==> config.mk <==
export PLATFORM = sky130hd
export DESIGN_NAME = byte_stack_core
export DESIGN_NICKNAME = d
export VERILOG_FILES = /design/src/rtl/bsc_pkg.sv /design/src/rtl/bsc_mem.sv /design/src/rtl/bsc_regfile.sv /design/src/rtl/bsc_alu.sv /design/src/rtl/byte_stack_core.sv
export SDC_FILE = /design/constraint.sdc
export NUM_CORES = 2
export LEC_CHECK = 0
export BUFFER_PORTS_ARGS = -buffer_cell sky130_fd_sc_hd__buf_2
export CORE_UTILIZATION = 35
export DETAILED_ROUTE_END_ITERATION = 8
export PLACE_DENSITY = 0.61
export SLEW_MARGIN = 25
export SYNTH_ARGS = -nofsm -noshare
export SYNTH_HDL_FRONTEND = slang
export SYNTH_SLANG_ARGS = --single-unit
==> constraint.sdc <==
create_clock -name clk -period 14 [get_ports clk]
set_input_delay 2.8 -clock clk [delete_from_list [all_inputs] [get_ports clk]]
set_output_delay 2.8 -clock clk [all_outputs]
set_load 0.01 [all_outputs]
==> src/rtl/bsc_pkg.sv <==
// Shared definitions for the compact processor core: opcode values,
// controller states and condition-register codes. Assumes 8-bit opcodes.
package bsc_pkg;

    localparam logic [7:0] OP_HLT  = 8'h01;
    localparam logic [7:0] OP_LDI  = 8'h82;
    localparam logic [7:0] OP_PRN  = 8'h47;
    localparam logic [7:0] OP_MUL  = 8'hA2;
    localparam logic [7:0] OP_PUSH = 8'h45;
    localparam logic [7:0] OP_POP  = 8'h46;
    localparam logic [7:0] OP_CALL = 8'h50;
    localparam logic [7:0] OP_RET  = 8'h11;
    localparam logic [7:0] OP_JMP  = 8'h54;
    localparam logic [7:0] OP_CMP  = 8'hA7;
    localparam logic [7:0] OP_JEQ  = 8'h55;
    localparam logic [7:0] OP_JNE  = 8'h56;

    localparam logic [2:0] FLG_EQ = 3'b001;
    localparam logic [2:0] FLG_GT = 3'b010;
    localparam logic [2:0] FLG_LT = 3'b100;

    typedef enum logic [2:0] {
        ST_FETCH,
        ST_OPA,
        ST_OPB,
        ST_EXEC,
        ST_STK2,
        ST_HALT
    } state_t;

endpackage

==> src/rtl/bsc_mem.sv <==
// Unified program/stack memory: one synchronous write port and one
// combinational read port. Contents are not reset; they are loaded by
// the owner before use.
module bsc_mem #(
    parameter int unsigned DATA_W = 8,
    parameter int unsigned ADDR_W = 8
) (
    input  logic              clk,
    input  logic              we,
    input  logic [ADDR_W-1:0] waddr,
    input  logic [DATA_W-1:0] wdata,
    input  logic [ADDR_W-1:0] raddr,
    output logic [DATA_W-1:0] rdata
);
    localparam int unsigned DEPTH = 1 << ADDR_W;

    logic [DATA_W-1:0] cells [DEPTH];

    // Store a byte on a write strobe.
    always_ff @(posedge clk) begin
        if (we) begin
            cells[waddr] <= wdata;
        end
    end

    // Present the addressed byte in the same cycle.
    assign rdata = cells[raddr];

endmodule

==> src/rtl/bsc_regfile.sv <==
// General register file with two read ports, one write port and a
// dedicated view of the top register, which serves as stack pointer.
// Assumes NREG is a power of two.
module bsc_regfile #(
    parameter int unsigned DATA_W  = 8,
    parameter int unsigned NREG    = 8,
    parameter int unsigned SP_INIT = 'hF4
) (
    input  logic                    clk,
    input  logic                    rst_n,
    input  logic                    we,
    input  logic [$clog2(NREG)-1:0] waddr,
    input  logic [DATA_W-1:0]       wdata,
    input  logic [$clog2(NREG)-1:0] raddr_a,
    input  logic [$clog2(NREG)-1:0] raddr_b,
    output logic [DATA_W-1:0]       rdata_a,
    output logic [DATA_W-1:0]       rdata_b,
    output logic [DATA_W-1:0]       sp
);
    localparam int unsigned RIDX_W = $clog2(NREG);
    localparam int unsigned SP_IDX = NREG - 1;

    logic [DATA_W-1:0] regs [NREG];

    for (genvar i = 0; i < NREG; i++) begin : g_reg
        localparam logic [DATA_W-1:0] RST_VAL =
            (i == SP_IDX) ? DATA_W'(SP_INIT) : '0;
        // Hold one register: reset value, else take a matching write.
        always_ff @(posedge clk) begin
            if (!rst_n) begin
                regs[i] <= RST_VAL;
            end else if (we && (waddr == RIDX_W'(i))) begin
                regs[i] <= wdata;
            end
        end
    end

    assign rdata_a = regs[raddr_a];
    assign rdata_b = regs[raddr_b];
    assign sp      = regs[SP_IDX];

    AST_SP_RESET: assert property (@(posedge clk)
        $rose(rst_n) |-> (sp == DATA_W'(SP_INIT)));

endmodule

==> src/rtl/bsc_alu.sv <==
// Combinational arithmetic: truncated product and unsigned three-way
// compare producing a one-hot condition code.
module bsc_alu #(
    parameter int unsigned DATA_W = 8
) (
    input  logic [DATA_W-1:0] a,
    input  logic [DATA_W-1:0] b,
    output logic [DATA_W-1:0] product,
    output logic [2:0]        cmp_flags
);
    import bsc_pkg::*;

    // Product keeps only the low DATA_W bits by context width.
    assign product = a * b;

    // Encode the unsigned ordering of a against b.
    always_comb begin
        if (a == b) begin
            cmp_flags = FLG_EQ;
        end else if (a > b) begin
            cmp_flags = FLG_GT;
        end else begin
            cmp_flags = FLG_LT;
        end
    end

endmodule

==> src/rtl/byte_stack_core.sv <==
// Multicycle 8-bit processor core. Fetches the opcode and up to two
// operand bytes one per cycle, executes, and uses a second cycle for
// stack operations so the register file needs a single write port.
// Assumes DATA_W = 8 (addresses are register-sized) and NREG a power of two.
module byte_stack_core #(
    parameter int unsigned DATA_W  = 8,
    parameter int unsigned NREG    = 8,
    parameter int unsigned SP_INIT = 'hF4
) (
    input  logic              clk,
    input  logic              rst_n,
    input  logic              ld_we,
    input  logic [DATA_W-1:0] ld_addr,
    input  logic [DATA_W-1:0] ld_data,
    output logic              prn_valid,
    output logic [DATA_W-1:0] prn_data,
    output logic              halted
);
    import bsc_pkg::*;

    localparam int unsigned ADDR_W = DATA_W;
    localparam int unsigned RIDX_W = $clog2(NREG);
    localparam logic [RIDX_W-1:0] SP_IDX = RIDX_W'(NREG - 1);

    state_t            state;
    logic [DATA_W-1:0] pc;
    logic [7:0]        ir;
    logic [RIDX_W-1:0] opa_idx;
    logic [DATA_W-1:0] opb;
    logic [2:0]        flags;
    logic              halted_q;
    logic              prn_valid_q;
    logic [DATA_W-1:0] prn_data_q;

    logic [ADDR_W-1:0] mem_raddr;
    logic [ADDR_W-1:0] mem_waddr;
    logic [DATA_W-1:0] mem_wdata;
    logic [DATA_W-1:0] mem_rdata;
    logic              mem_we;

    logic              rf_we;
    logic [RIDX_W-1:0] rf_waddr;
    logic [DATA_W-1:0] rf_wdata;
    logic [DATA_W-1:0] rd_a;
    logic [DATA_W-1:0] rd_b;
    logic [DATA_W-1:0] sp;

    logic [DATA_W-1:0] product;
    logic [2:0]        cmp_flags;
    logic [DATA_W-1:0] pc_step;
    logic [DATA_W-1:0] pc_two;

    assign pc_step = pc + DATA_W'(ir[7:6]) + DATA_W'(1);
    assign pc_two  = pc + DATA_W'(2);

    bsc_mem #(.DATA_W(DATA_W), .ADDR_W(ADDR_W)) u_mem (
        .clk   (clk),
        .we    (mem_we),
        .waddr (mem_waddr),
        .wdata (mem_wdata),
        .raddr (mem_raddr),
        .rdata (mem_rdata)
    );

    bsc_regfile #(.DATA_W(DATA_W), .NREG(NREG), .SP_INIT(SP_INIT)) u_rf (
        .clk     (clk),
        .rst_n   (rst_n),
        .we      (rf_we),
        .waddr   (rf_waddr),
        .wdata   (rf_wdata),
        .raddr_a (opa_idx),
        .raddr_b (opb[RIDX_W-1:0]),
        .rdata_a (rd_a),
        .rdata_b (rd_b),
        .sp      (sp)
    );

    bsc_alu #(.DATA_W(DATA_W)) u_alu (
        .a         (rd_a),
        .b         (rd_b),
        .product   (product),
        .cmp_flags (cmp_flags)
    );

    // Select the memory read address for the current phase.
    always_comb begin
        case (state)
            ST_FETCH: mem_raddr = pc;
            ST_OPA:   mem_raddr = pc + DATA_W'(1);
            ST_OPB:   mem_raddr = pc + DATA_W'(2);
            default:  mem_raddr = sp;
        endcase
    end

    // Memory writes: the load port during reset, stack stores otherwise.
    always_comb begin
        if (!rst_n) begin
            mem_we    = ld_we;
            mem_waddr = ld_addr;
            mem_wdata = ld_data;
        end else begin
            mem_we    = (state == ST_STK2) && ((ir == OP_PUSH) || (ir == OP_CALL));
            mem_waddr = sp;
            mem_wdata = (ir == OP_CALL) ? pc_two : rd_a;
        end
    end

    // Register file write requests for the execute and stack phases.
    always_comb begin
        rf_we    = 1'b0;
        rf_waddr = opa_idx;
        rf_wdata = opb;
        if (state == ST_EXEC) begin
            case (ir)
                OP_LDI: rf_we = 1'b1;
                OP_MUL: begin
                    rf_we    = 1'b1;
                    rf_wdata = product;
                end
                OP_POP: begin
                    rf_we    = 1'b1;
                    rf_wdata = mem_rdata;
                end
                OP_PUSH, OP_CALL: begin
                    rf_we    = 1'b1;
                    rf_waddr = SP_IDX;
                    rf_wdata = sp - DATA_W'(1);
                end
                default: rf_we = 1'b0;
            endcase
        end else if (state == ST_STK2 && (ir == OP_POP || ir == OP_RET)) begin
            rf_we    = 1'b1;
            rf_waddr = SP_IDX;
            rf_wdata = sp + DATA_W'(1);
        end
    end

    // Sequencer: fetch, operand reads, execute, stack completion, halt.
    always_ff @(posedge clk) begin
        if (!rst_n) begin
            state       <= ST_FETCH;
            pc          <= '0;
            ir          <= '0;
            opa_idx     <= '0;
            opb         <= '0;
            flags       <= '0;
            halted_q    <= 1'b0;
            prn_valid_q <= 1'b0;
            prn_data_q  <= '0;
        end else begin
            prn_valid_q <= 1'b0;
            case (state)
                ST_FETCH: begin
                    ir    <= mem_rdata[7:0];
                    state <= (mem_rdata[7:6] == 2'b00) ? ST_EXEC : ST_OPA;
                end
                ST_OPA: begin
                    opa_idx <= mem_rdata[RIDX_W-1:0];
                    state   <= ir[7] ? ST_OPB : ST_EXEC;
                end
                ST_OPB: begin
                    opb   <= mem_rdata;
                    state <= ST_EXEC;
                end
                ST_EXEC: begin
                    state <= ST_FETCH;
                    case (ir)
                        OP_LDI, OP_MUL: pc <= pc_step;
                        OP_PRN: begin
                            prn_valid_q <= 1'b1;
                            prn_data_q  <= rd_a;
                            pc          <= pc_step;
                        end
                        OP_CMP: begin
                            flags <= cmp_flags;
                            pc    <= pc_step;
                        end
                        OP_PUSH, OP_POP, OP_CALL: state <= ST_STK2;
                        OP_RET: begin
                            pc    <= mem_rdata;
                            state <= ST_STK2;
                        end
                        OP_JMP: pc <= rd_a;
                        OP_JEQ: pc <= flags[0] ? rd_a : pc_two;
                        OP_JNE: pc <= flags[0] ? pc_two : rd_a;
                        default: begin
                            halted_q <= 1'b1;
                            state    <= ST_HALT;
                        end
                    endcase
                end
                ST_STK2: begin
                    state <= ST_FETCH;
                    case (ir)
                        OP_PUSH, OP_POP: pc <= pc_step;
                        OP_CALL:         pc <= rd_a;
                        default:         pc <= pc;
                    endcase
                end
                default: state <= ST_HALT;
            endcase
        end
    end

    assign prn_valid = prn_valid_q;
    assign prn_data  = prn_data_q;
    assign halted    = halted_q;

    AST_PRN_ONE_CYCLE: assert property (@(posedge clk) disable iff (!rst_n)
        prn_valid_q |=> !prn_valid_q);
    AST_HALT_STICKY: assert property (@(posedge clk) disable iff (!rst_n)
        halted_q |=> halted_q);
    AST_HALT_QUIET: assert property (@(posedge clk) disable iff (!rst_n)
        halted_q |-> !prn_valid_q);
    AST_FLAGS_ONEHOT: assert property (@(posedge clk) disable iff (!rst_n)
        $onehot0(flags));
    AST_LDI_STEP: assert property (@(posedge clk) disable iff (!rst_n)
        (state == ST_EXEC && ir == OP_LDI) |=> (pc == DATA_W'($past(pc) + 3)));
    AST_PUSH_SP_DEC: assert property (@(posedge clk) disable iff (!rst_n)
        (state == ST_EXEC && (ir == OP_PUSH || ir == OP_CALL))
        |=> (sp == DATA_W'($past(sp) - 1)));
    AST_POP_SP_INC: assert property (@(posedge clk) disable iff (!rst_n)
        (state == ST_STK2 && (ir == OP_POP || ir == OP_RET))
        |=> (sp == DATA_W'($past(sp) + 1)));

endmodule

==> metrics.md <==
| Metric | Value |
|---|---|
| Period utilization | 0.543 |
| DRT Wirelength | 286,000 um |
| Path depth of the worst reg2reg path | 16 |
| Skew final | 0.0412 ns |
| DR iter-0 viols | 7,947 |
| Synth cell types | 98 |
| Final Hold Fails | 0 |
| Hold path cells | 2 |
| Post-CTS sizing | 0 |
| Final worst slack | 6.40 ns |
| Layout area overhead | 10.8% |
| Core area | 258,000 um2 |
| Reg-to-reg endpoint | u_rf.regs[6][0]$_SDFFCE_PN0P_ |
| Mapped Area | 91,100 um2 |
| FP Rows | 186 |
| CP endpoint kind | flop |
| Grt total ovfl | 0 |
| Via/cell ratio | 5.82 |
| Initial cell density of the core | 0.353 |
| Hold_buf cts | 0 |
| Initial antenna violation count | 16 |
| Slew Limit Fails | 0 |
| Maximum vdd drop | 0.270 mV |
| Largest net degree at the start of global routing | 155 |
| Post-synthesis cell count | 6,960 |
| Clk root buf | clkbuf_16 |
| NumNets Final | 6,873 |
| Clock Tree Buf Depth | 3 |
| Iteration count of the initial detailed-routing pass | 8 |
| Power, Total | 24,400 uW |
| Placer Congestion | 0.907 |
| Register-to-register path setup slack | 6.40 ns |
| TNS Setup | 0 ns |
| Final setup fails | 0 |
| Max Cap Viol | 0 |
| Required @ worst endpoint | 14.61 ns |
| Vias in the first global route | 56,965 |
| Path category of the worst min-delay check | reg -> reg |
| Min Tclk post-route | 7.60 ns |
| CP Class | reg -> reg |
| FF+latch count, synth | 2,159 |
| Synth Flop Type | edfxtp_1 |
| Die width | 512 um |
| Pre-CTS WS | 6.68 ns |
| Critical Path Source | state[2]$_SDFF_PN0_ |
| Die area | 262,000 um2 |
| Register area share after synthesis | 0.706 |
| Worst R2R Start | state[2]$_SDFF_PN0_ |
| Leakage | 0.0331 uW |
| H-tree depth | 4 |
| Port buffer count | 28 |
| Async SR Flop Fraction | 0 |
| Tightest Pin Transition | 1.13 ns |
| CTS tree | done |
| Ports | 29 |
| WL per Instance | 27.6 um |
| DR vias | 60,419 |
| Critical path peak fanout | 150 |
| Setup Buffers After CTS | 0 |
| Clock Latency Late Sink | 0.88 ns |
| Clock sinks | 2,159 |
| Syn Area/Cell | 13.1 um2 |
| Hold EP | opb[5]$_SDFFE_PN0N_ |
| Drt drc | 0 |
| CP startpoint kind | flop |
| Min-delay src | opb[5]$_SDFFE_PN0N_ |
| Final ANT Viol Nets | 0 |
| RSZ-0062 raised after global routing | no |
| Hpwl dp | 164,000 um |
| First-pass GRT wire length | 412,000 um |
| Max frequency | 132 MHz |
| Yosys warning count | 0 |
| Tot GR Track Use | 0.213 |
| EDFF count, synth | 2,112 |
| Share of layout cells above drive strength 1 | 0.0855 |
| Mapped Nets | 7,018 |
| Util after Layout | 0.391 |
| Reg clk slew, reported paths | 0.06 ns |
| Die height | 512 um |
| Slew headroom | 0.246 |
| Pwr/cell area | 242 nW/um2 |
| Critical Path AT | 8.21 ns |
| Status | complete, no violations |
| Num CTS Buffers | 213 |
cells by family after synthesis:
family,synth area share
buf+inv,0.0335
fa+ha+maj,0.00643
mux,0.0218
simple gates,0.141
xor+xnor,0.00394
flops,0.706
compound gates,0.0867
layer usage:
metal  up-vias  track usage  routed length [um]
met5         -            0                 247
met4        20       0.0961               13500
met3       630       0.0456               30300
met2      3371        0.322              128000
met1     30465        0.293              114000
li1      25933            -                   -
worst max-delay path, cell delays in order (launching register included):
cell and delay (ns):
dfxtp_1 0.92, nor3b_1 0.20, o21ai_4 0.18, buf_4 0.49, buf_12 0.56, nand2_8 0.59
buf_12 0.49, buf_4 0.48, a211oi_1 0.31, a311oi_1 0.08, a31oi_1 0.34, a211oi_1 0.19
nor3_1 0.88, nor3_1 0.26, or4_4 0.68, a31oi_4 0.35, nor2_1 0.09
sequential cells by signal (all words and copies together), names as in the netlist, 3 cells and up, named ones only:
name	cells
pc	8
opa_idx	3
state	3
u_mem.cells	2048
u_rf.regs	64
ir	8
opb	8
prn_data	8
synth_stat cells (8+ instances only):
cell	instances	area share
or3_1	8	0.00055
xor2_1	11	0.0011
nor2_1	430	0.018
nand2_1	1635	0.067
buf_4	128	0.011
a31oi_1	161	0.011
a22oi_1	10	0.00082
fa_1	13	0.0029
o32ai_1	10	0.00096
mux2_2	11	0.0014
o31ai_1	10	0.00082
mux4_2	57	0.014
nor3_1	50	0.0027
dfxtp_1	47	0.010
buf_6	26	0.0032
xnor2_1	30	0.0029
a21oi_1	100	0.0055
nor4_1	11	0.00076
a211oi_1	263	0.022
edfxtp_1	2112	0.70
a221oi_1	9	0.00087
a21o_1	8	0.00066
o21ai_0	69	0.0038
clkbuf_1	142	0.0059
buf_2	203	0.011
a211o_1	8	0.00077
nand4_1	9	0.00062
ha_1	26	0.0036
o211ai_1	14	0.0012
nand2b_1	9	0.00062
nand3_1	494	0.027
mux2i_1	58	0.0064
a311oi_1	252	0.024
and3_1	279	0.019
a2111oi_0	12	0.0012
o22ai_1	25	0.0017
inv_1	47	0.0019
buf_1	14	0.00058
worst max-delay path by stage:
stage	endpoint	slack (ns)	cells after the start
3_3_place_gp	u_rf.regs[4][5]$_SDFFCE_PN0P_	5.83	16
3_5_place_dp	u_rf.regs[6][0]$_SDFFCE_PN0P_	6.68	16
6_report	u_rf.regs[6][0]$_SDFFCE_PN0P_	6.40	16
4_1_cts	u_rf.regs[6][0]$_SDFFCE_PN0P_	6.67	16
5_1_grt	u_rf.regs[6][0]$_SDFFCE_PN0P_	6.29	16
2_1_floorplan	u_mem.cells[0][1]$_DFFE_PP_	7.88	4
per-stage QoR:
step | hold WS [ns] | area, um2 | instances
final | 0.494 | 101000 | 10387
after global routing | 0.516 | 101000 | 10380
after CTS | 0.486 | 101000 | 10378
after detailed placement | 0.474 | 94100 | 9984
after global placement | 0.471 | 94000 | 9983
after floorplan | 0.447 | 91100 | 6960
cell usage in the layout (no fill, tap or decap), types with 47 or more instances in the layout:
cell	n
edfxtp_1	2112
nand2_1	1629
nand3_1	494
nor2_1	422
and3_1	279
a211oi_1	260
a311oi_1	251
clkbuf_16	214
a31oi_1	161
buf_4	108
a21oi_1	100
o21ai_0	62
clkinv_1	61
mux4_2	57
mux2i_1	55
nor3_1	49
inv_1	47
layout make-up:
cell class | instances | area (um2)
Fill cell | 23868 | 157000
Multi-Input combinational cell | 4237 | 24000
Clock buffer | 260 | 5530
Clock inverter | 134 | 1270
Inverter | 48 | 180
Sequential cell | 2159 | 64400
Antenna cell | 9 | 22.5
Tap cell | 3384 | 4230
Timing Repair Buffer | 156 | 1340
where the power goes:
group	switching (uW)	internal (uW)	leakage, uW	total, uW
registers	132	7840	0.0195	7980
clock network	2490	3170	0.00331	5660
logic	8010	2770	0.0102	10800
Note: power is estimated with default switching activity, not from simulation.
